`config.mk`:
```
export PLATFORM = sky130hd
export DESIGN_NAME = tap_ir_unit
export DESIGN_NICKNAME = d
export VERILOG_FILES = /design/src/rtl/tir_pkg.sv /design/src/rtl/tir_shreg.sv /design/src/rtl/tir_update.sv /design/src/rtl/tir_decode.sv /design/src/rtl/tir_bypass_cell.sv /design/src/rtl/tap_ir_unit.sv
export SDC_FILE = /design/constraint.sdc
export NUM_CORES = 1
export LEC_CHECK = 0
export ABC_AREA = 1
export BUFFER_PORTS_ARGS = -buffer_cell sky130_fd_sc_hd__buf_4
export CAP_MARGIN = 30
export CORE_ASPECT_RATIO = 0.9
export CORE_MARGIN = 4
export CORE_UTILIZATION = 30
export CTS_BUF_LIST = sky130_fd_sc_hd__clkbuf_2 sky130_fd_sc_hd__clkbuf_4 sky130_fd_sc_hd__clkbuf_8
export DETAILED_ROUTE_END_ITERATION = 12
export GPL_TIMING_DRIVEN = 0
export HOLD_SLACK_MARGIN = 0.15
export PLACE_DENSITY = 0.47
export SYNTH_ARGS = -nofsm -noshare
export SYNTH_HDL_FRONTEND = slang
export SYNTH_SLANG_ARGS = --single-unit
```
`constraint.sdc`:
```
create_clock -name tck -period 3 [get_ports tck]
set_clock_uncertainty 0.05 [all_clocks]
set_input_delay 0.45 -clock tck [delete_from_list [all_inputs] [get_ports tck]]
set_output_delay 0.45 -clock tck [all_outputs]
set_load 0.02 [all_outputs]
```
`src/rtl/tir_pkg.sv`:
```
package tir_pkg;

  localparam int IR_W = 8;

  localparam logic [IR_W-1:0] IR_CAPTURE = 8'b0011_1101;
  localparam logic [IR_W-1:0] OP_EXTEST  = 8'h00;
  localparam logic [IR_W-1:0] OP_SAMPLE  = 8'h81;
  localparam logic [IR_W-1:0] OP_CLAMP   = 8'h82;
  localparam logic [IR_W-1:0] OP_HIGHZ   = 8'h03;
  localparam logic [IR_W-1:0] OP_BYPASS  = {IR_W{1'b1}};

  typedef struct packed {
    logic drive;
    logic bsel;
    logic clamp;
    logic hz;
    logic byp;
  } mode_t;

endpackage

```
`src/rtl/tir_shreg.sv`:
```
module tir_shreg #(
  parameter int W = 8,
  parameter logic [W-1:0] CAP = '0
) (
  input  logic         tck,
  input  logic         trst_n,
  input  logic         sdi,
  input  logic         cap,
  input  logic         shf,
  output logic [W-1:0] q,
  output logic         so
);

  logic [W-1:0] shifted;

  // each bit takes its upper neighbour; the top bit takes serial input
  for (genvar i = 0; i < W; i++) begin : g_bit
    if (i == W - 1) begin : g_top
      assign shifted[i] = sdi;
    end else begin : g_mid
      assign shifted[i] = q[i+1];
    end
  end

  always_ff @(posedge tck or negedge trst_n) begin
    if (!trst_n)   q <= CAP;
    else if (cap)  q <= CAP;
    else if (shf)  q <= shifted;
  end

  assign so = q[0];

  // capture loads the fixed pattern
  p_capture_pattern_r2: assert property (@(posedge tck) disable iff (!trst_n)
    cap |=> (q == CAP));

  // a shift without capture moves one place toward bit 0
  p_shift_step_r3: assert property (@(posedge tck) disable iff (!trst_n)
    (shf && !cap) |=> (q[W-1] == $past(sdi)) && (q[W-2:0] == $past(q[W-1:1])));

  // no strobe, no change
  p_hold_r3: assert property (@(posedge tck) disable iff (!trst_n)
    (!shf && !cap) |=> $stable(q));

endmodule

```
`src/rtl/tir_update.sv`:
```
module tir_update #(
  parameter int W = 8,
  parameter logic [W-1:0] RST = '1
) (
  input  logic         tck,
  input  logic         trst_n,
  input  logic         upd,
  input  logic [W-1:0] d,
  output logic [W-1:0] q
);

  always_ff @(posedge tck or negedge trst_n) begin
    if (!trst_n)  q <= RST;
    else if (upd) q <= d;
  end

  // latched instruction moves only on an update strobe
  p_active_stable_r4: assert property (@(posedge tck) disable iff (!trst_n)
    !upd |=> $stable(q));

  // update takes the shift stage contents
  p_update_load_r4: assert property (@(posedge tck) disable iff (!trst_n)
    upd |=> (q == $past(d)));

endmodule

```
`src/rtl/tir_decode.sv`:
```
module tir_decode
  import tir_pkg::*;
(
  input  logic [IR_W-1:0] op,
  output mode_t           mode
);

  always_comb begin
    mode = '0;
    unique case (op)
      OP_EXTEST: begin
        mode.drive = 1'b1;
        mode.bsel  = 1'b1;
      end
      OP_SAMPLE: begin
        mode.bsel  = 1'b1;
      end
      OP_CLAMP: begin
        mode.drive = 1'b1;
        mode.clamp = 1'b1;
        mode.byp   = 1'b1;
      end
      OP_HIGHZ: begin
        mode.hz    = 1'b1;
        mode.byp   = 1'b1;
      end
      default: begin
        mode.byp   = 1'b1;
      end
    endcase
  end

endmodule

```
`src/rtl/tir_bypass_cell.sv`:
```
module tir_bypass_cell #(
  parameter logic CAP_VAL = 1'b0
) (
  input  logic tck,
  input  logic trst_n,
  input  logic sdi,
  input  logic cap,
  input  logic shf,
  output logic so
);

  always_ff @(posedge tck or negedge trst_n) begin
    if (!trst_n)  so <= CAP_VAL;
    else if (cap) so <= CAP_VAL;
    else if (shf) so <= sdi;
  end

  // capture loads the constant
  p_byp_capture_r10: assert property (@(posedge tck) disable iff (!trst_n)
    cap |=> (so == CAP_VAL));

  // shift alone passes serial input through one stage
  p_byp_shift_r10: assert property (@(posedge tck) disable iff (!trst_n)
    (shf && !cap) |=> (so == $past(sdi)));

endmodule

```
`src/rtl/tap_ir_unit.sv`:
```
module tap_ir_unit
  import tir_pkg::*;
(
  input  logic tck,
  input  logic trst_n,
  input  logic tdi,
  input  logic capture_ir,
  input  logic shift_ir,
  input  logic update_ir,
  input  logic capture_dr,
  input  logic shift_dr,
  output logic ir_so,
  output logic byp_so,
  output logic bnd_drive,
  output logic bnd_select,
  output logic clamp_en,
  output logic highz_en,
  output logic byp_select
);

  logic [IR_W-1:0] ir_shift;
  logic [IR_W-1:0] ir_active;
  mode_t           mode;

  tir_shreg #(.W(IR_W), .CAP(IR_CAPTURE)) u_shift (
    .tck(tck), .trst_n(trst_n), .sdi(tdi),
    .cap(capture_ir), .shf(shift_ir),
    .q(ir_shift), .so(ir_so)
  );

  tir_update #(.W(IR_W), .RST(OP_BYPASS)) u_update (
    .tck(tck), .trst_n(trst_n), .upd(update_ir),
    .d(ir_shift), .q(ir_active)
  );

  tir_decode u_decode (
    .op(ir_active), .mode(mode)
  );

  tir_bypass_cell #(.CAP_VAL(1'b0)) u_bypass (
    .tck(tck), .trst_n(trst_n), .sdi(tdi),
    .cap(capture_dr), .shf(shift_dr), .so(byp_so)
  );

  assign bnd_drive  = mode.drive;
  assign bnd_select = mode.bsel;
  assign clamp_en   = mode.clamp;
  assign highz_en   = mode.hz;
  assign byp_select = mode.byp;

  // exactly one data path is selected
  p_one_path_r9: assert property (@(posedge tck) disable iff (!trst_n)
    $countones({bnd_select, byp_select}) == 1);

  // clamp drives the pins while bypass is selected
  p_clamp_shape_r7: assert property (@(posedge tck) disable iff (!trst_n)
    clamp_en |-> (bnd_drive && byp_select && !highz_en));

  // high impedance never coexists with driving from boundary cells
  p_highz_shape_r8: assert property (@(posedge tck) disable iff (!trst_n)
    highz_en |-> (!bnd_drive && byp_select && !clamp_en));

  // mode pins are steady without an update strobe
  p_mode_stable_r4: assert property (@(posedge tck) disable iff (!trst_n)
    !update_ir |=> $stable({bnd_drive, bnd_select, clamp_en, highz_en, byp_select}));

endmodule

```
; ---- After elaboration in Yosys (flattened, before gate mapping)
; Index checks and enable logic that the tools add are counted.
[op_classes]
n_eq_ne = 3
mux = 9
n_reduce_logical = 5
[ops]
columns = op, count
row1 = == test 8 bit (second input constant), 2
row2 = 2-to-1 mux 8 bit, 2
row3 = == test 8 x 2 -> 1 bit (second input constant), 1
row4 = logical NOT 8 bit, 1
row5 = 2-to-1 mux 1 bit, 7
row6 = nonzero test 2 bit, 2
row7 = OR reduction 2 bit, 2
[word_totals]
ff_bits = 17
inputBits = 8
elab_cells = 20

; ---- Logic depth before layout (Yosys ltp)
[logic_depth]
ltp_word = 3
mapped_depth = 6
depth_no_buf = 6

; ---- Hierarchy
; A second synthesis with hierarchy kept.
[unflattened]
hier_cells = 106
area_unflattened_um2 = 823.3
[modules_own_cells]
columns = module, instances, cells_per_inst, area_per_inst_um2, seq_area_each_um2
row1 = tir_shreg, 1, 36, 336.6, 206.4
row2 = tir_update, 1, 34, 315.3, 210.2
row3 = tir_decode, 1, 30, 126.4, 0.0
row4 = tir_bypass_cell, 1, 6, 45.0, 25.0

; ---- Least setup slack after synthesis
; Ideal clock, no wire load.
[synth_path]
path_type = register to output
start = register u_update.q[6]
end = output port byp_select
arrival_time_ns = 0.972
t_required_ns = 2.500
path_slack_ns = 1.528
path_stages_with_launch = 5
path_buffers = 0
path_cell_list = dfstp_2 > nor2_1 > nand2_1 > nor2_1 > nor2_1
[synth_via]
elab_chain_len = 3
elab_cells_between_ends = 4
cone_classes = 1 x eq/ne / 1 x mux / 2 x reduce/logical
[synth_rtl]
columns = item, line_no
row1 = "start, declared", tir_update.sv:9  ; output logic [W-1:0] q
row2 = "start signal, assigned", tir_update.sv:13  ; if (!trst_n) q <= RST;
row3 = "start signal, assigned", tir_update.sv:14  ; else if (upd) q <= d;
row4 = == test 8 bit / logical NOT 8 bit (equally long branches), tir_decode.sv:10  ; unique case (op)
row5 = OR reduction 2 bit (no source line) (*), --
row6 = 2-to-1 mux 1 bit (*), tir_decode.sv:10
row7 = "end, declared", tap_ir_unit.sv:18  ; output logic byp_select
; Every way passes the cells marked *; elsewhere a longest branch is shown, timed or not.

; ---- Final worst setup path
[layout_path]
start = register u_update.q[7]
end = output port bnd_drive
[layout_via]
elab_chain_len = 3
elab_cells_between_ends = 4
cone_classes = 1 x eq/ne / 1 x mux / 2 x reduce/logical
[layout_rtl]
columns = item, line_no
row1 = == test 8 bit / logical NOT 8 bit (equally long branches), tir_decode.sv:10
row2 = OR reduction 2 bit (no source line) (*), --
row3 = 2-to-1 mux 1 bit (*), tir_decode.sv:10
row4 = "end, declared", tap_ir_unit.sv:14  ; output logic bnd_drive,
; Marked as above.

==> metrics.csv <==
metric,value,unit
synth_top_cell_by_area,dfstp_2,
fin_tns_setup,0,ps
path_max_fanout,2,
ys_seq_area_frac,0.572,
fmaxAchievable,543,MHz
critPathTopFamily,flip-flops,
ir_drop,0.218,mV
drive_gt1_frac,0.346,
rsz0062_at_grt,no,
cts_resized,0,
cp_num_buf_inv,3,
setup_ws,1160,ps
multi_input_area,255,sq um
grt_overflow,0,
final_hold_viol_count,0,
synthTopCellsByCount,"17 x nor2_1, 16 x inv_1, 13 x dfstp_2, 13 x nand2_1, 6 x a21oi_1",
postSynthAreaPerCell,8.77,sq um
path_cells,inv_1 > nor2_1 > nand2_1 > inv_1 > nand2_1 > nand2_1 > buf_4,
cts_buffer_depth,2,
setup.worst_path.end_class,primary output,
routedWlPerCell,10.3,microns
dp_cells,130,
portBuffers,14,
drt-total-wl,1400,microns
dp_slack,1470,ps
p_per_area,462,mW/mm^2
hpwl,1090,microns
cp.arrival,1340,ps
finalNonFillerCells,135,
clk_pin_slew,90,ps
ctsHtreeMaxLevel,1,
cts_buffers,3,
finalPower,0.440,mW
min_period,1840,ps
setup_viol,0,
synth_most_common_cell,nor2_1,
crit_type,reg -> out,
tightestPinTransition,214,ps
final_area,952,sq um
clock-sinks,17,
fillers,250,
coreArea,0.00245,sq mm
die-area,0.00345,sq mm
antenna_left,0,
gp_congestion,0.797,
synth.top_cell.area_share,0.442,
ys.flop_type,dfstp_2,
track_usage,0.0950,
die_y,56.1,microns
critical_path.max_stage_delay,540,ps
p_leak,0.460,nW
die_w,61.5,microns
ff_latch_area,442,sq um
ys_warn_count,0,
cts_tree,yes,
synthDistinctLibCells,17,
clk-insertion-delay-late,280,ps
io_pins,15,
vias,601,
dr.pass1.iters,4,
rows,17,
hp-class,in -> reg,
grt_max_degree,18,
drt-initial-drc-count,17,
grt_pass1_wl,2420,microns
ys_seq_elements,17,
synthTopCellsByArea,"dfstp_2 44%, dfrtp_1 13%, nor2_1 8.3%",
syn-instance-count,88,
areaGrowthSynthToFinish,23.3,%
drv_slew,0,
vias_per_cell,4.45,
placed_cell_area,912,sq um
period_share,0.614,
cp_common_cell,nand2_1,
cts-root-buf,clkbuf_4,
antenna_found_initial,0,
antenna_cells,0,
synth_edf_count,0,
start_kind,flop,
syn_nets,96,
required,2500,ps
slew-limit-headroom,0.857,
drc_errors,0,
first_global_vias,569,
cap_violations,0,
syn_area,772,sq um
start_util,0.316,
crit_slowest_cell,dfstp_2,
async_reset_ff_frac,1.00,
status,finished clean,
final_nets,116,
-- cell usage in the layout (no fill, tap or decap), types with 2 or more instances in the layout --
| master | netlist | final |
|---|---|---|
| nor2_1 | 17 | 17 |
| inv_1 | 16 | 16 |
| buf_4 | 0 | 14 |
| nand2_1 | 13 | 13 |
| dfstp_2 | 13 | 13 |
| a21oi_1 | 6 | 6 |
| a22oi_1 | 4 | 4 |
| clkbuf_4 | 0 | 4 |
| dfrtp_1 | 4 | 4 |
| o22ai_1 | 3 | 3 |
| o21ai_0 | 3 | 3 |
| nor2_2 | 2 | 2 |
-- layer usage --
layer	vias up	track usage	part of all wire
met4	0	0.0545	0.010
met1	275	0.121	0.47
met5	-	0	0
met3	2	0.0209	0.063
li1	312	-	-
met2	12	0.144	0.46
-- final cells by class --
class,instances,share of cell area
Inverter,17,0.0670
Sequential cell,17,0.464
Clock buffer,4,0.0315
Multi-Input combinational cell,53,0.268
Buffer,1,0.0118
Timing Repair Buffer,15,0.121
Tap cell,28,0.0368
-- what timing repair did --
action	4_1_cts	5_1_grt
hold buffers	1	0
hold endpoints to repair	4	0
buffers inserted	0	0
-- path summary, 6_finish.rpt --
| kind | from | to | slack, ps | cells past startpoint |
|---|---|---|---|---|
| max | u_update.q[7] | bnd_drive | 1160 | 7 |
| min | capture_dr | u_bypass.so | 260 | 2 |
| max reg2reg | u_update.q[1] | u_update.q[1] | 2100 | 2 |
| min reg2reg | u_update.q[7] | u_update.q[7] | 450 | 2 |
| max in group asynchronous | trst_n | u_shift.q[0] | 2140 | 2 |
| min in group asynchronous | trst_n | u_shift.q[6] | 510 | 2 |
-- power by group --
group / total, mW / internal (mW) / switching, mW
sequential: 0.261 / 0.252 / 0.00947
clock: 0.128 / 0.0606 / 0.0670
combinational: 0.0507 / 0.0208 / 0.0299
-- registers in the layout (all words and copies together), names as in the netlist --
signal and count:
u_update.q 8, u_shift.q 8, u_bypass.so 1
-- cells by family after synthesis --
group,count (synthesis),share of synthesized area
buffers and inverters,18,0.0972
and+or+nand+nor,36,0.199
AOI/OAI and AO/OA,17,0.131
DFF,17,0.572
-- per-stage QoR --
stage / utilization / hold slack [ps]
after floorplan: - / 104
after global routing: 0.389 / 246
after global placement: 0.373 / 276
after CTS: 0.389 / 244
final: 0.389 / 260
after detailed placement: 0.373 / 276
(Power assumes the default switching activity.)
